`config.mk`:
```
export PLATFORM = sky130hd
export DESIGN_NAME = pcm_tx_slot_fifo
export DESIGN_NICKNAME = d
export VERILOG_FILES = /design/src/rtl/ptf_pkg.sv /design/src/rtl/ptf_fifo.sv /design/src/rtl/ptf_slot_seq.sv /design/src/rtl/pcm_tx_slot_fifo.sv
export SDC_FILE = /design/constraint.sdc
export NUM_CORES = 1
export LEC_CHECK = 0
export ABC_AREA = 1
export BUFFER_PORTS_ARGS = -buffer_cell sky130_fd_sc_hd__buf_2
export CAP_MARGIN = 20
export CELL_PAD_IN_SITES_DETAIL_PLACEMENT = 1
export CELL_PAD_IN_SITES_GLOBAL_PLACEMENT = 2
export CORE_ASPECT_RATIO = 0.9
export CORE_MARGIN = 3
export CORE_UTILIZATION = 35
export DETAILED_ROUTE_END_ITERATION = 6
export GPL_TIMING_DRIVEN = 0
export PLACE_DENSITY = 0.8
export RECOVER_POWER = 25
export SKIP_LAST_GASP = 1
export SLEW_MARGIN = 20
export SYNTH_ARGS = -nofsm -noshare
export SYNTH_HDL_FRONTEND = slang
export SYNTH_SLANG_ARGS = --single-unit
```
`constraint.sdc`:
```
create_clock -name clk -period 5.58 [get_ports clk]
set_clock_uncertainty 0.1 [all_clocks]
set_input_delay 0.837 -clock clk [delete_from_list [all_inputs] [get_ports clk]]
set_output_delay 0.837 -clock clk [all_outputs]
set_load 0.03 [all_outputs]
```
`src/rtl/ptf_pkg.sv`:
```
// Package: shared constants, channel-count codes and the slot map.
// Assumes lane i of the slot outputs stands for output slot 3+i.
package ptf_pkg;
    localparam int NLANE  = 7;
    localparam int SAMP_W = 16;

    typedef enum logic [1:0] {
        CH_STEREO   = 2'd0,
        CH_QUAD     = 2'd1,
        CH_SURROUND = 2'd2,
        CH_NONE     = 2'd3
    } chan_mode_e;

    // Lane mask selected by a channel-count code.
    function automatic logic [NLANE-1:0] lane_map(input logic [1:0] sel);
        case (chan_mode_e'(sel))
            CH_STEREO:   lane_map = 7'b0000011;
            CH_QUAD:     lane_map = 7'b0110011;
            CH_SURROUND: lane_map = 7'b1111011;
            default:     lane_map = 7'b0000000;
        endcase
    endfunction
endpackage

```
`src/rtl/ptf_fifo.sv`:
```
// Module: word FIFO whose full limit halves in compact mode.
// Assumes the reader never pops when empty; flush_n low discards all words.
module ptf_fifo #(
    parameter int DEPTH = 16,
    parameter int DW    = 32
) (
    input  logic          clk,
    input  logic          rst_n,
    input  logic          flush_n,
    input  logic          compact,
    input  logic          push,
    input  logic [DW-1:0] wdata,
    input  logic          pop,
    output logic [DW-1:0] head,
    output logic          empty,
    output logic          full,
    output logic          half_empty
);
    localparam int AW = (DEPTH > 1) ? $clog2(DEPTH) : 1;
    localparam int CW = $clog2(DEPTH + 1);
    localparam logic [CW-1:0] CAP_NORM = CW'(DEPTH);
    localparam logic [CW-1:0] CAP_PACK = CW'(DEPTH / 2);

    logic [DW-1:0] mem [DEPTH];
    logic [AW-1:0] wp, rp;
    logic [CW-1:0] count, cap;
    logic          push_ok, pop_ok;

    assign cap        = compact ? CAP_PACK : CAP_NORM;
    assign full       = (count >= cap);
    assign empty      = (count == '0);
    assign half_empty = ({1'b0, count} << 1) <= {1'b0, cap};
    assign push_ok    = push && !full && flush_n;
    assign pop_ok     = pop && flush_n;
    assign head       = mem[rp];

    // Storage write, no reset needed on the data array.
    always_ff @(posedge clk) begin
        if (push_ok) mem[wp] <= wdata;
    end

    // Pointer and occupancy bookkeeping with flush.
    always_ff @(posedge clk) begin
        if (!rst_n || !flush_n) begin
            wp    <= '0;
            rp    <= '0;
            count <= '0;
        end else begin
            if (push_ok) wp <= (wp == AW'(DEPTH - 1)) ? '0 : wp + 1'b1;
            if (pop_ok)  rp <= (rp == AW'(DEPTH - 1)) ? '0 : rp + 1'b1;
            count <= count + CW'(push_ok) - CW'(pop_ok);
        end
    end

    AST_NO_OVERFLOW: assert property (@(posedge clk) disable iff (!rst_n)
        count <= CAP_NORM);
    AST_POP_HAS_DATA: assert property (@(posedge clk) disable iff (!rst_n)
        pop |-> !empty);
    AST_FLUSH_EMPTIES: assert property (@(posedge clk) disable iff (!rst_n)
        !flush_n |=> empty);
endmodule

```
`src/rtl/ptf_slot_seq.sv`:
```
// Module: serves the enabled slots of one frame in ascending order.
// Assumes frame_req is a one-cycle pulse; run = interface and channel enabled.
module ptf_slot_seq #(
    parameter int NLANE  = 7,
    parameter int SAMP_W = 16
) (
    input  logic                    clk,
    input  logic                    rst_n,
    input  logic                    flush_n,
    input  logic                    run,
    input  logic                    frame_req,
    input  logic [NLANE-1:0]        lane_mask,
    input  logic                    compact,
    input  logic [2*SAMP_W-1:0]     head,
    input  logic                    fifo_empty,
    output logic                    pop,
    output logic                    starve,
    output logic                    active,
    output logic [NLANE*SAMP_W-1:0] slot_data,
    output logic [NLANE-1:0]        slot_valid
);
    localparam int IW = (NLANE > 1) ? $clog2(NLANE) : 1;

    logic [NLANE-1:0]  pending;
    logic              hi_sel;
    logic [IW-1:0]     cur_idx;
    logic              go, take;
    logic [SAMP_W-1:0] sample;

    // Lowest pending lane is served first.
    always_comb begin
        cur_idx = '0;
        for (int i = NLANE - 1; i >= 0; i--) begin
            if (pending[i]) cur_idx = IW'(i);
        end
    end

    assign go     = run && (pending != '0) && !frame_req;
    assign take   = go && !fifo_empty;
    assign starve = go && fifo_empty;
    assign sample = (compact && hi_sel) ? head[2*SAMP_W-1:SAMP_W] : head[SAMP_W-1:0];
    assign pop    = take && (!compact || hi_sel);
    assign active = (pending != '0);

    // Frame start, per-slot service and half-word selection.
    always_ff @(posedge clk) begin
        if (!rst_n || !flush_n) begin
            pending    <= '0;
            hi_sel     <= 1'b0;
            slot_valid <= '0;
            if (!rst_n) slot_data <= '0;
        end else if (frame_req && run) begin
            pending    <= lane_mask;
            slot_valid <= '0;
        end else if (!run) begin
            pending <= '0;
        end else if (go) begin
            pending[cur_idx] <= 1'b0;
            if (take) begin
                slot_data[cur_idx*SAMP_W +: SAMP_W] <= sample;
                slot_valid[cur_idx] <= 1'b1;
                if (compact) hi_sel <= !hi_sel;
            end
        end
    end

    AST_ONE_SLOT_PER_CYCLE: assert property (@(posedge clk) disable iff (!rst_n)
        $onehot0(slot_valid & ~$past(slot_valid)));
endmodule

```
`src/rtl/pcm_tx_slot_fifo.sv`:
```
// Module: top of the packed playback FIFO with slot mapping and interrupts.
// Assumes the frame engine pulses frame_req once per frame, at least
// NLANE cycles apart.
module pcm_tx_slot_fifo #(
    parameter int DEPTH = 16
) (
    input  logic                                    clk,
    input  logic                                    rst_n,
    input  logic                                    if_en,
    input  logic                                    ch_en,
    input  logic                                    compact,
    input  logic [1:0]                              chan_sel,
    input  logic                                    wr_en,
    input  logic [31:0]                             wr_data,
    input  logic                                    frame_req,
    input  logic                                    tx_ie,
    input  logic                                    ur_ie,
    input  logic                                    ur_clr,
    output logic [ptf_pkg::NLANE*ptf_pkg::SAMP_W-1:0] slot_data,
    output logic [ptf_pkg::NLANE-1:0]               slot_valid,
    output logic                                    fifo_empty,
    output logic                                    fifo_full,
    output logic                                    fifo_half_empty,
    output logic                                    tx_busy,
    output logic                                    tx_irq,
    output logic                                    ur_irq
);
    localparam int WW = 2 * ptf_pkg::SAMP_W;

    logic [WW-1:0] head;
    logic          pop, starve, active, ur_flag;

    ptf_fifo #(.DEPTH(DEPTH), .DW(WW)) u_fifo (
        .clk        (clk),
        .rst_n      (rst_n),
        .flush_n    (if_en),
        .compact    (compact),
        .push       (wr_en),
        .wdata      (wr_data),
        .pop        (pop),
        .head       (head),
        .empty      (fifo_empty),
        .full       (fifo_full),
        .half_empty (fifo_half_empty)
    );

    ptf_slot_seq #(.NLANE(ptf_pkg::NLANE), .SAMP_W(ptf_pkg::SAMP_W)) u_seq (
        .clk        (clk),
        .rst_n      (rst_n),
        .flush_n    (if_en),
        .run        (if_en && ch_en),
        .frame_req  (frame_req),
        .lane_mask  (ptf_pkg::lane_map(chan_sel)),
        .compact    (compact),
        .head       (head),
        .fifo_empty (fifo_empty),
        .pop        (pop),
        .starve     (starve),
        .active     (active),
        .slot_data  (slot_data),
        .slot_valid (slot_valid)
    );

    // Sticky underrun flag; a new underrun wins over a clear.
    always_ff @(posedge clk) begin
        if (!rst_n)      ur_flag <= 1'b0;
        else if (starve) ur_flag <= 1'b1;
        else if (ur_clr) ur_flag <= 1'b0;
    end

    assign tx_busy = !fifo_empty || active;
    assign tx_irq  = fifo_half_empty && tx_ie;
    assign ur_irq  = ur_flag && ur_ie;

    AST_UR_CLEARS: assert property (@(posedge clk) disable iff (!rst_n)
        (ur_clr && !starve) |=> !ur_flag);
    AST_UR_STICKY: assert property (@(posedge clk) disable iff (!rst_n)
        starve |=> ur_flag);
endmodule

```
==> flow_metrics.env <==
export IMPL_slew_viol_final=0
export IMPL_cts_htree_levels=3
export IMPL_cts_resized=0
export IMPL_end_kind="register"
export IMPL_hpwl_um=63200
export IMPL_fin_crit_ns=3.69
export IMPL_antenna_found_initial=1
export IMPL_outcome="finished clean"
export IMPL_synth_seq_cells=657
export IMPL_dpl_cell_area_sq_mm=0.0307
export IMPL_hold_viol=0
export IMPL_grt_pass1_vias=21200
export IMPL_cts_buffer_depth=3
export IMPL_drive_gt1_frac=0.136
export IMPL_cts_sinks=657
export IMPL_crit_arrival_ns=3.94
export IMPL_via_per_inst=5.20
export IMPL_ys_warn_count=0
export IMPL_drv_cap=0
export IMPL_power_density_mw_per_mm2=321
export IMPL_instances_no_fill=3935
export IMPL_drc=0
export IMPL_dieArea_sq_mm=0.0834
export IMPL_hold_buffers=0
export IMPL_worst_slew_pin_slew_ns=1.00
export IMPL_worstPathRequired_ns=5.83
export IMPL_dp_cells=3808
export IMPL_antenna_left=0
export IMPL_num_rows=97
export IMPL_clockRootBuffer="clkbuf_16"
export IMPL_grt_pass1_wl_um=134000
export IMPL_nets=2908
export IMPL_worst_path_max_fanout=10
export IMPL_final_common_cell="nand2_1"
export IMPL_grt_start_max_net_pins=54
export IMPL_clkTransAtPathRegs_ns=0.06
export IMPL_area_growth_pct=17.5
export IMPL_fin_crit_sh=0.662
export IMPL_critPathLaunchType="register"
export IMPL_vias=20500
export IMPL_clock_latency_ns=0.61
export IMPL_syn_area_sq_mm=0.0280
export IMPL_crit_chain="inv_2 > o21bai_1 > nand2_1 > a21oi_4 > inv_2 > buf_2 > buf_2 > ha_1 > ha_1 > inv_1 > nor2_1 > nand3_2 > inv_1 > buf_2 > a21oi_1"
export IMPL_async_flop_share=0
export IMPL_post_synth_cell_area_avg_sq_um=10.9
export IMPL_cts_tree="done"
export IMPL_cts_buffers=72
export IMPL_synth_nets=2645
export IMPL_wl_per_cell_um=23.0
export IMPL_synth_edf_count=624
export IMPL_cts_setup_buffers=0
export IMPL_final_cell_mix="nand2_1 (737), edfxtp_1 (624), nand3_1 (473)"
export IMPL_die_width_um=304
export IMPL_syn_inst=2580
export IMPL_critPathKind="reg -> reg"
export IMPL_crit_slowest_cell="ha_1"
export IMPL_grt_overflow=0
export IMPL_rsz0062_at_grt="false"
export IMPL_crit_buf_inv=7
export IMPL_ir_worst_vdd_mv=0.246
export IMPL_seq_area_frac_synth=0.693
export IMPL_io_buffers=168
export IMPL_num_io_pins=169
export IMPL_die_y_um=274
export IMPL_final_area_sq_mm=0.0329
export IMPL_dr_first_iter_drc_count=1705
export IMPL_min_path_type="reg -> reg"
export IMPL_drt_pass1_iterations=5
export IMPL_maxClockFrequency_mhz=271
export IMPL_initial_utilization=0.357
export IMPL_grt_usage=0.213
export IMPL_ys_types=38
export IMPL_gp_congestion=0.845
export IMPL_drt_wl_total_um=90500
export IMPL_fp_coreArea_sq_mm=0.0785
export IMPL_setup_viol=0
export IMPL_critPathMaxStageDelay_ns=0.37
export IMPL_crit_top_cell="buf_2"
export IMPL_cpLargestDelayFamily="buffers and inverters"
export IMPL_synthFlopType="edfxtp_1"
export IMPL_p_leak_uw=0.0129
export IMPL_slew_headroom=0.333
-- cells in the mapped netlist (2+ instances only) --
master      n  area (sq um)
edfxtp_1  624         18700
nand2_4     2          22.5
xnor2_1     2          17.5
nand2_1   738          2770
o21ai_1    11          55.1
nand3_2     2          20.0
clkbuf_1   34           128
nand3_1   473          2370
inv_1     229           860
o21ai_0    61           305
nor3_4      4          65.1
nand4_1     5          31.3
nor2_1     77           289
o211ai_1    2          15.0
nand2_2     3          18.8
nor3_1      3          15.0
buf_2      70           350
nor2_2      2          12.5
o21bai_1    2          15.0
nor3b_1     2          15.0
nand4_2     2          25.0
or2_2       2          12.5
nor2_4      2          22.5
buf_1      25          93.8
inv_2       9          33.8
a21oi_1   117           586
a21oi_4     2          32.5
buf_4      13          97.6
ha_1       20           250
a31oi_1     2          12.5
dfxtp_1    33           661
-- logic make-up (layout without fill, tap and decap cells) --
group	after synthesis	count (layout)	share of synthesized area
and+or+nand+nor	1320	1320	0.204
DFF	657	657	0.693
buffers and inverters	381	696	0.0562
AOI/OAI and AO/OA	198	198	0.0367
adders and majority gates	21	21	0.00965
xor gates and xnor gates	3	3	0.000938
other	0	1	0
-- worst min-delay path: stages, from the launching register on --
cell and delay [ns]:
dfxtp_1 0.31, inv_1 0.05, a21oi_1 0.06
-- worst paths after layout --
check	startpoint	endpoint	slack (ns)	cells past startpoint
worst max register to register	u_seq.pending[5]$_SDFFE_PP0P_	u_seq.slot_data[76]$_SDFFCE_PP0P_	1.89	15
worst min register to register	u_seq.slot_valid[0]$_SDFFE_PP0P_	u_seq.slot_valid[0]$_SDFFE_PP0P_	0.37	2
worst min-delay path	u_seq.slot_valid[0]$_SDFFE_PP0P_	u_seq.slot_valid[0]$_SDFFE_PP0P_	0.37	2
worst max-delay path	u_seq.pending[5]$_SDFFE_PP0P_	u_seq.slot_data[76]$_SDFFCE_PP0P_	1.89	15
-- flip-flops by register name, indices dropped and copies added, names as in the netlist, named ones only --
register / count
ur_flag: 1
u_seq.slot_valid: 7
u_fifo.wp: 4
u_seq.slot_data: 112
u_fifo.rp: 4
u_seq.hi_sel: 1
u_fifo.count: 5
u_fifo.mem: 512
u_seq.pending: 7
-- cell type report --
| type | instances | area (sq um) |
|---|---|---|
| multi-input combinational | 1542 | 7160 |
| clock inverter | 39 | 330 |
| sequential | 657 | 19400 |
| tap | 1039 | 1300 |
| timing repair buffer | 189 | 1240 |
| buffer | 143 | 681 |
| clock buffer | 87 | 1900 |
| antenna | 1 | 2.50 |
| inverter | 238 | 893 |
| fill | 8612 | 45600 |
-- metrics by stage --
step | setup TNS, ns | worst slack (ns) | hold slack [ns] | total power [uW] | utilization
4_1_cts | 0 | 1.91 | 0.354 | 10600 | 0.419
3_3_place_gp | -92.45 | -1.90 | 0.349 | 6040 | 0.384
6_report | 0 | 1.89 | 0.372 | 10600 | 0.419
5_1_grt | 0 | 1.64 | 0.399 | 10900 | 0.419
3_5_place_dp | 0 | 1.45 | 0.361 | 6060 | 0.391
2_1_floorplan | 0 | 0.875 | 0.350 | 5840 | -
-- power by group --
part	internal [uW]	switching (uW)	total, uW
logic	101	355	457
registers	5460	35.0	5500
clock network	2650	1950	4600
total	8220	2340	10600
-- per-layer routing --
metal / global-route usage / part of all wire / vias up
met2: 0.365 / 0.49 / 570
met5: 0 / 0.00012 / -
li1: - / - / 9354
met1: 0.281 / 0.43 / 10400
met3: 0.0287 / 0.048 / 158
met4: 0.0689 / 0.029 / 2
(Power assumes the default switching activity.)
